[config.mk]
export PLATFORM = sky130hd
export DESIGN_NAME = ptr_hazard_detect
export DESIGN_NICKNAME = d
export VERILOG_FILES = /design/src/rtl/ptr_hazard_pkg.sv /design/src/rtl/hz_history.sv /design/src/rtl/hz_detect.sv /design/src/rtl/hz_report.sv /design/src/rtl/ptr_hazard_detect.sv
export SDC_FILE = /design/constraint.sdc
export NUM_CORES = 1
export LEC_CHECK = 0
export ABC_AREA = 0
export BUFFER_PORTS_ARGS = -buffer_cell sky130_fd_sc_hd__buf_2
export CAP_MARGIN = 0
export CORE_AREA = 2 2 39 41
export DETAILED_ROUTE_END_ITERATION = 8
export DIE_AREA = 0 0 41 43
export MAX_ROUTING_LAYER = met4
export SLEW_MARGIN = 10
export SYNTH_ARGS = -nofsm -noshare
export SYNTH_HDL_FRONTEND = slang
export SYNTH_SLANG_ARGS = --single-unit
[constraint.sdc]
create_clock -name clk -period 1.2 [get_ports clk]
set_input_delay 0.24 -clock clk [delete_from_list [all_inputs] [get_ports clk]]
set_output_delay 0.24 -clock clk [all_outputs]
set_load 0.005 [all_outputs]
[src/rtl/ptr_hazard_pkg.sv]
// Package: shared hazard class encoding for the pointer-update checker.
package ptr_hazard_pkg;
    typedef enum logic [1:0] {
        HZ_NONE  = 2'b00,
        HZ_CTX   = 2'b01,
        HZ_PAGE  = 2'b10,
        HZ_STACK = 2'b11
    } hz_class_e;
endpackage

[src/rtl/hz_history.sv]
// Module: hz_history
// Remembers which pointers the last valid instruction wrote.
// Assumes at most one page-pointer index is written per instruction.
// Cycles without a valid instruction hold the stored state.
module hz_history #(
    parameter int NUM_DPP = 4,
    parameter int IDX_W   = 2
) (
    input  logic               clk,
    input  logic               rst_n,
    input  logic               instr_valid,
    input  logic               wr_ctx,
    input  logic               wr_page_en,
    input  logic [IDX_W-1:0]   wr_page_idx,
    input  logic               wr_stack,
    output logic               prev_ctx_wr,
    output logic [NUM_DPP-1:0] prev_page_wr,
    output logic               prev_stack_wr
);
    logic [NUM_DPP-1:0] page_dec;

    // Turn the written page index into a one-hot vector.
    for (genvar g = 0; g < NUM_DPP; g++) begin : g_dec
        assign page_dec[g] = wr_page_en && (wr_page_idx == IDX_W'(g));
    end

    // Store the write flags of each valid instruction; reset clears them.
    always_ff @(posedge clk) begin
        if (!rst_n) begin
            prev_ctx_wr   <= 1'b0;
            prev_page_wr  <= '0;
            prev_stack_wr <= 1'b0;
        end else if (instr_valid) begin
            prev_ctx_wr   <= wr_ctx;
            prev_page_wr  <= page_dec;
            prev_stack_wr <= wr_stack;
        end
    end
endmodule

[src/rtl/hz_detect.sv]
// Module: hz_detect
// Combinational matching of the current instruction's register uses
// against the previous instruction's writes. There is one comparator per
// page pointer. Assumes the history inputs come from hz_history.
module hz_detect #(
    parameter int NUM_DPP = 4,
    parameter int IDX_W   = 2
) (
    input  logic               instr_valid,
    input  logic               uses_gpr,
    input  logic               page_use_en,
    input  logic [IDX_W-1:0]   page_use_idx,
    input  logic               is_stack_pop,
    input  logic               prev_ctx_wr,
    input  logic [NUM_DPP-1:0] prev_page_wr,
    input  logic               prev_stack_wr,
    output logic               ctx_hit,
    output logic [NUM_DPP-1:0] page_hit,
    output logic               stack_hit
);
    // Per-index page hazard: same pointer, implicit use only.
    for (genvar g = 0; g < NUM_DPP; g++) begin : g_page
        assign page_hit[g] = instr_valid && page_use_en &&
                             (page_use_idx == IDX_W'(g)) && prev_page_wr[g];
    end

    // Context and stack hazard terms.
    always_comb begin
        ctx_hit   = instr_valid && uses_gpr && prev_ctx_wr;
        stack_hit = instr_valid && is_stack_pop && prev_stack_wr;
    end
endmodule

[src/rtl/hz_report.sv]
// Module: hz_report
// Prioritises the hazard terms (context, then page, then stack) and
// registers the pulse, the class and the page index.
// Assumes at most one bit of page_hit is set.
module hz_report
    import ptr_hazard_pkg::*;
#(
    parameter int NUM_DPP = 4,
    parameter int IDX_W   = 2
) (
    input  logic               clk,
    input  logic               rst_n,
    input  logic               ctx_hit,
    input  logic [NUM_DPP-1:0] page_hit,
    input  logic               stack_hit,
    output logic               hazard_pulse,
    output logic [1:0]         hazard_class,
    output logic [IDX_W-1:0]   hazard_page_idx
);
    hz_class_e        nxt_class;
    logic [IDX_W-1:0] hit_idx;
    logic [IDX_W-1:0] nxt_idx;

    // Encode the one-hot page hit into an index.
    always_comb begin
        hit_idx = '0;
        for (int i = 0; i < NUM_DPP; i++) begin
            if (page_hit[i]) hit_idx = IDX_W'(i);
        end
    end

    // Fixed-priority class selection.
    always_comb begin
        nxt_idx = '0;
        if (ctx_hit) begin
            nxt_class = HZ_CTX;
        end else if (|page_hit) begin
            nxt_class = HZ_PAGE;
            nxt_idx   = hit_idx;
        end else if (stack_hit) begin
            nxt_class = HZ_STACK;
        end else begin
            nxt_class = HZ_NONE;
        end
    end

    // Register the outputs for one cycle per offending instruction.
    always_ff @(posedge clk) begin
        if (!rst_n) begin
            hazard_pulse    <= 1'b0;
            hazard_class    <= HZ_NONE;
            hazard_page_idx <= '0;
        end else begin
            hazard_pulse    <= ctx_hit || (|page_hit) || stack_hit;
            hazard_class    <= nxt_class;
            hazard_page_idx <= nxt_idx;
        end
    end
endmodule

[src/rtl/ptr_hazard_detect.sv]
// Module: ptr_hazard_detect (top)
// Flags instructions that read a context, page or stack pointer written
// by the instruction just before them. Assumes one decoded instruction
// per valid cycle. Detection only; no stalling.
module ptr_hazard_detect #(
    parameter int NUM_DPP = 4,
    localparam int IDX_W  = (NUM_DPP > 1) ? $clog2(NUM_DPP) : 1
) (
    input  logic             clk,
    input  logic             rst_n,
    input  logic             instr_valid,
    input  logic             wr_ctx,
    input  logic             wr_page_en,
    input  logic [IDX_W-1:0] wr_page_idx,
    input  logic             wr_stack,
    input  logic             uses_gpr,
    input  logic             page_use_en,
    input  logic [IDX_W-1:0] page_use_idx,
    input  logic             is_stack_pop,
    output logic             hazard_pulse,
    output logic [1:0]       hazard_class,
    output logic [IDX_W-1:0] hazard_page_idx
);
    logic               prev_ctx_wr;
    logic [NUM_DPP-1:0] prev_page_wr;
    logic               prev_stack_wr;
    logic               ctx_hit;
    logic [NUM_DPP-1:0] page_hit;
    logic               stack_hit;

    hz_history #(.NUM_DPP(NUM_DPP), .IDX_W(IDX_W)) history_i (
        .clk          (clk),
        .rst_n        (rst_n),
        .instr_valid  (instr_valid),
        .wr_ctx       (wr_ctx),
        .wr_page_en   (wr_page_en),
        .wr_page_idx  (wr_page_idx),
        .wr_stack     (wr_stack),
        .prev_ctx_wr  (prev_ctx_wr),
        .prev_page_wr (prev_page_wr),
        .prev_stack_wr(prev_stack_wr)
    );

    hz_detect #(.NUM_DPP(NUM_DPP), .IDX_W(IDX_W)) detect_i (
        .instr_valid  (instr_valid),
        .uses_gpr     (uses_gpr),
        .page_use_en  (page_use_en),
        .page_use_idx (page_use_idx),
        .is_stack_pop (is_stack_pop),
        .prev_ctx_wr  (prev_ctx_wr),
        .prev_page_wr (prev_page_wr),
        .prev_stack_wr(prev_stack_wr),
        .ctx_hit      (ctx_hit),
        .page_hit     (page_hit),
        .stack_hit    (stack_hit)
    );

    hz_report #(.NUM_DPP(NUM_DPP), .IDX_W(IDX_W)) report_i (
        .clk            (clk),
        .rst_n          (rst_n),
        .ctx_hit        (ctx_hit),
        .page_hit       (page_hit),
        .stack_hit      (stack_hit),
        .hazard_pulse   (hazard_pulse),
        .hazard_class   (hazard_class),
        .hazard_page_idx(hazard_page_idx)
    );
endmodule

==> impl_metrics.yaml <==
finish:
  layout_common_cells: "buf_2, dfxtp_1, nor2b_1"
  drive_above_1_share: 0.358
  final_area_um2: 602
  fin_util: 0.435
  fin_cells: 83
  fillers: 140
  final_nets: 81
  diodes: 0
  mostFrequentLayoutCell: "buf_2"
  syn2layout_area_growth_pct: 27.6
clock_network:
  cts_max_path_buffers: 2
  cts_htree_levels: 1
  clk_pin_slew_ps: 70
  cts_tree: "yes"
  cts_setup_buffers: 0
  hold_buffers: 0
  cts_root_buffer: "clkbuf_4"
  cts_resized: 0
  cts.sinks: 11
  cts_buffers: 3
  clock_latency_ps: 260
sta:
  min_period_ps: 1110
  rsz0062_at_grt: "no"
  hold_slack_ps: 235
  slew_headroom: 0.880
  finalCritPeriodShare: 0.929
  fin_setup_tns_ps: 0
  hold_viol_final: 0
  setup_viol: 0
  maxSlewViolCount: 0
  fmax_mhz: 897
  tightest_slew_ps: 175
  setup_ws_ps: 85.6
  clock_skew_ps: 0.666
global_routing:
  grt_pass1_vias: 337
  grt_pass1_wl_um: 1380
  grt_use_total: 0.130
  grt_start_max_net_pins: 11
  antenna_found_initial: 0
  overflow: 0
critical_path:
  slowest_stage: "dfxtp_1"
  r2r-start: "history_i.prev_page_wr[3]"
  rr_worst_depth: 3
  arrival_ps: 1270
  crit_fanout: 3
  reg2reg_to: "report_i.hazard_pulse"
  cp-start-kind: "register"
  crit_chain: "mux2_4 -> o2bb2ai_2 -> o31a_1"
  required_ps: 1360
  cp-end-kind: "register"
  worstSetupPathType: "reg2reg"
  reg2reg_slack_ps: 90
  max_stage_delay_ps: 330
placement:
  place_area_um2: 576
  dp_hpwl_um: 673
  io_buffers: 17
  dp_cells: 79
  gp_congestion: 0.712
  place_ws_ps: -2.16
detailed_routing:
  drcViolationCount: 0
  viasPerCell: 4.80
  antenna_left: 0
  drt-initial-drc-count: 2
  wl_um: 860
  route.vias.total: 398
  wl_per_cell_um: 10.4
  drt-pass1-iter-count: 4
synth:
  synth_area_um2: 472
  syn_nets: 60
  avgSynthCellArea_um2: 10.0
  syn_inst: 47
  synth_seq_cells: 11
  yosysSeqAreaShare: 0.467
  yosysWarnings: 0
  ys_types: 22
floorplanning:
  dieArea_um2: 1760
  die_h_um: 43
  start_util: 0.341
  core_area_um2: 1380
  dieWidth_um: 41
  rows: 14
  io_pins: 18
power:
  leakage_nw: 0.274
  total_power_mw: 0.703
  ir_worst_vdd_mv: 0.498
  cellPowerDensity_nw_per_um2: 1170
worst_hold_path:
  min_from: "wr_stack"
  holdPathStages: 3
  hold_path_class: "in2reg"
  whs_endpoint: "history_i.prev_stack_wr"
status:
  status: "finished clean"
job:
  cap_violations: 0
==> power by group <==
part	internal (mW)	switching, mW	total (mW)	leakage, nW
clock network	0.128	0.122	0.250	0.0150
logic	0.0391	0.0344	0.0735	0.170
registers	0.375	0.00420	0.379	0.0894
==> area by class of cell <==
type	count	area, µm²	share of cell area
flip-flops and latches	11	220	0.366
multi-input cells	33	239	0.397
repair buffers	18	92.6	0.154
clock buffers	4	26.3	0.0437
inverters	1	3.75	0.00624
well taps	16	20.0	0.0333
==> routing by layer <==
layer / track usage / vias to the layer above / share of wire
li1: - / 206 / -
met5: - / - / 0
met3: 0.0628 / 4 / 0.067
met4: 0.120 / 0 / 0.041
met1: 0.151 / 176 / 0.43
met2: 0.153 / 12 / 0.46
==> Yosys cell counts <==
master	number	share of area
nand2_1	4	0.032
o2bb2ai_2	1	0.032
inv_1	1	0.0079
nor2b_1	6	0.080
and3_1	3	0.040
clkbuf_1	1	0.0079
mux2_4	1	0.032
nor3_1	1	0.011
a32oi_1	1	0.019
nand2b_1	1	0.013
a22oi_1	1	0.016
nor2_1	1	0.0079
o21ba_2	1	0.021
o2bb2ai_1	1	0.019
o31a_1	1	0.019
nand4_1	1	0.013
a21boi_0	2	0.032
mux2i_1	4	0.085
nand3_1	2	0.021
dfxtp_1	11	0.47
nand3b_1	1	0.016
buf_2	1	0.011
==> sequential cells by signal, indices dropped and copies added, names as in the netlist <==
| name | count |
|---|---|
| report_i.hazard_pulse | 1 |
| history_i.prev_stack_wr | 1 |
| report_i.hazard_page_idx | 2 |
| report_i.hazard_class | 2 |
| history_i.prev_page_wr | 4 |
| history_i.prev_ctx_wr | 1 |
==> critical path, delay by kind of cell, from the launching register on <==
kind / cells / cell delay, ps
AOI/OAI and AO/OA: 2 / 400
DFF: 1 / 330
muxes: 1 / 270
==> worst max path at each step <==
stage | depth (start not counted) | to | slack, ps | startpoint
2_1_floorplan | 3 | report_i.hazard_pulse | 140 | history_i.prev_page_wr[3]
3_3_place_gp | 4 | report_i.hazard_pulse | 10 | page_use_idx[0]
3_5_place_dp | 4 | report_i.hazard_pulse | -2 | page_use_idx[0]
4_1_cts | 3 | report_i.hazard_pulse | 80 | history_i.prev_page_wr[3]
5_1_grt | 3 | report_i.hazard_pulse | 30 | history_i.prev_page_wr[2]
6_report | 3 | report_i.hazard_pulse | 90 | history_i.prev_page_wr[3]
==> logic make-up (layout without fill, tap and decap cells) <==
group / after synthesis / count (layout) / share of synthesized area
and+or+nand+nor: 20 / 20 / 0.233
DFF: 11 / 11 / 0.467
AOI/OAI and AO/OA: 8 / 8 / 0.156
muxes: 5 / 5 / 0.117
buffers and inverters: 3 / 23 / 0.0265
No activity file was read; power rests on OpenSTA's default activity.
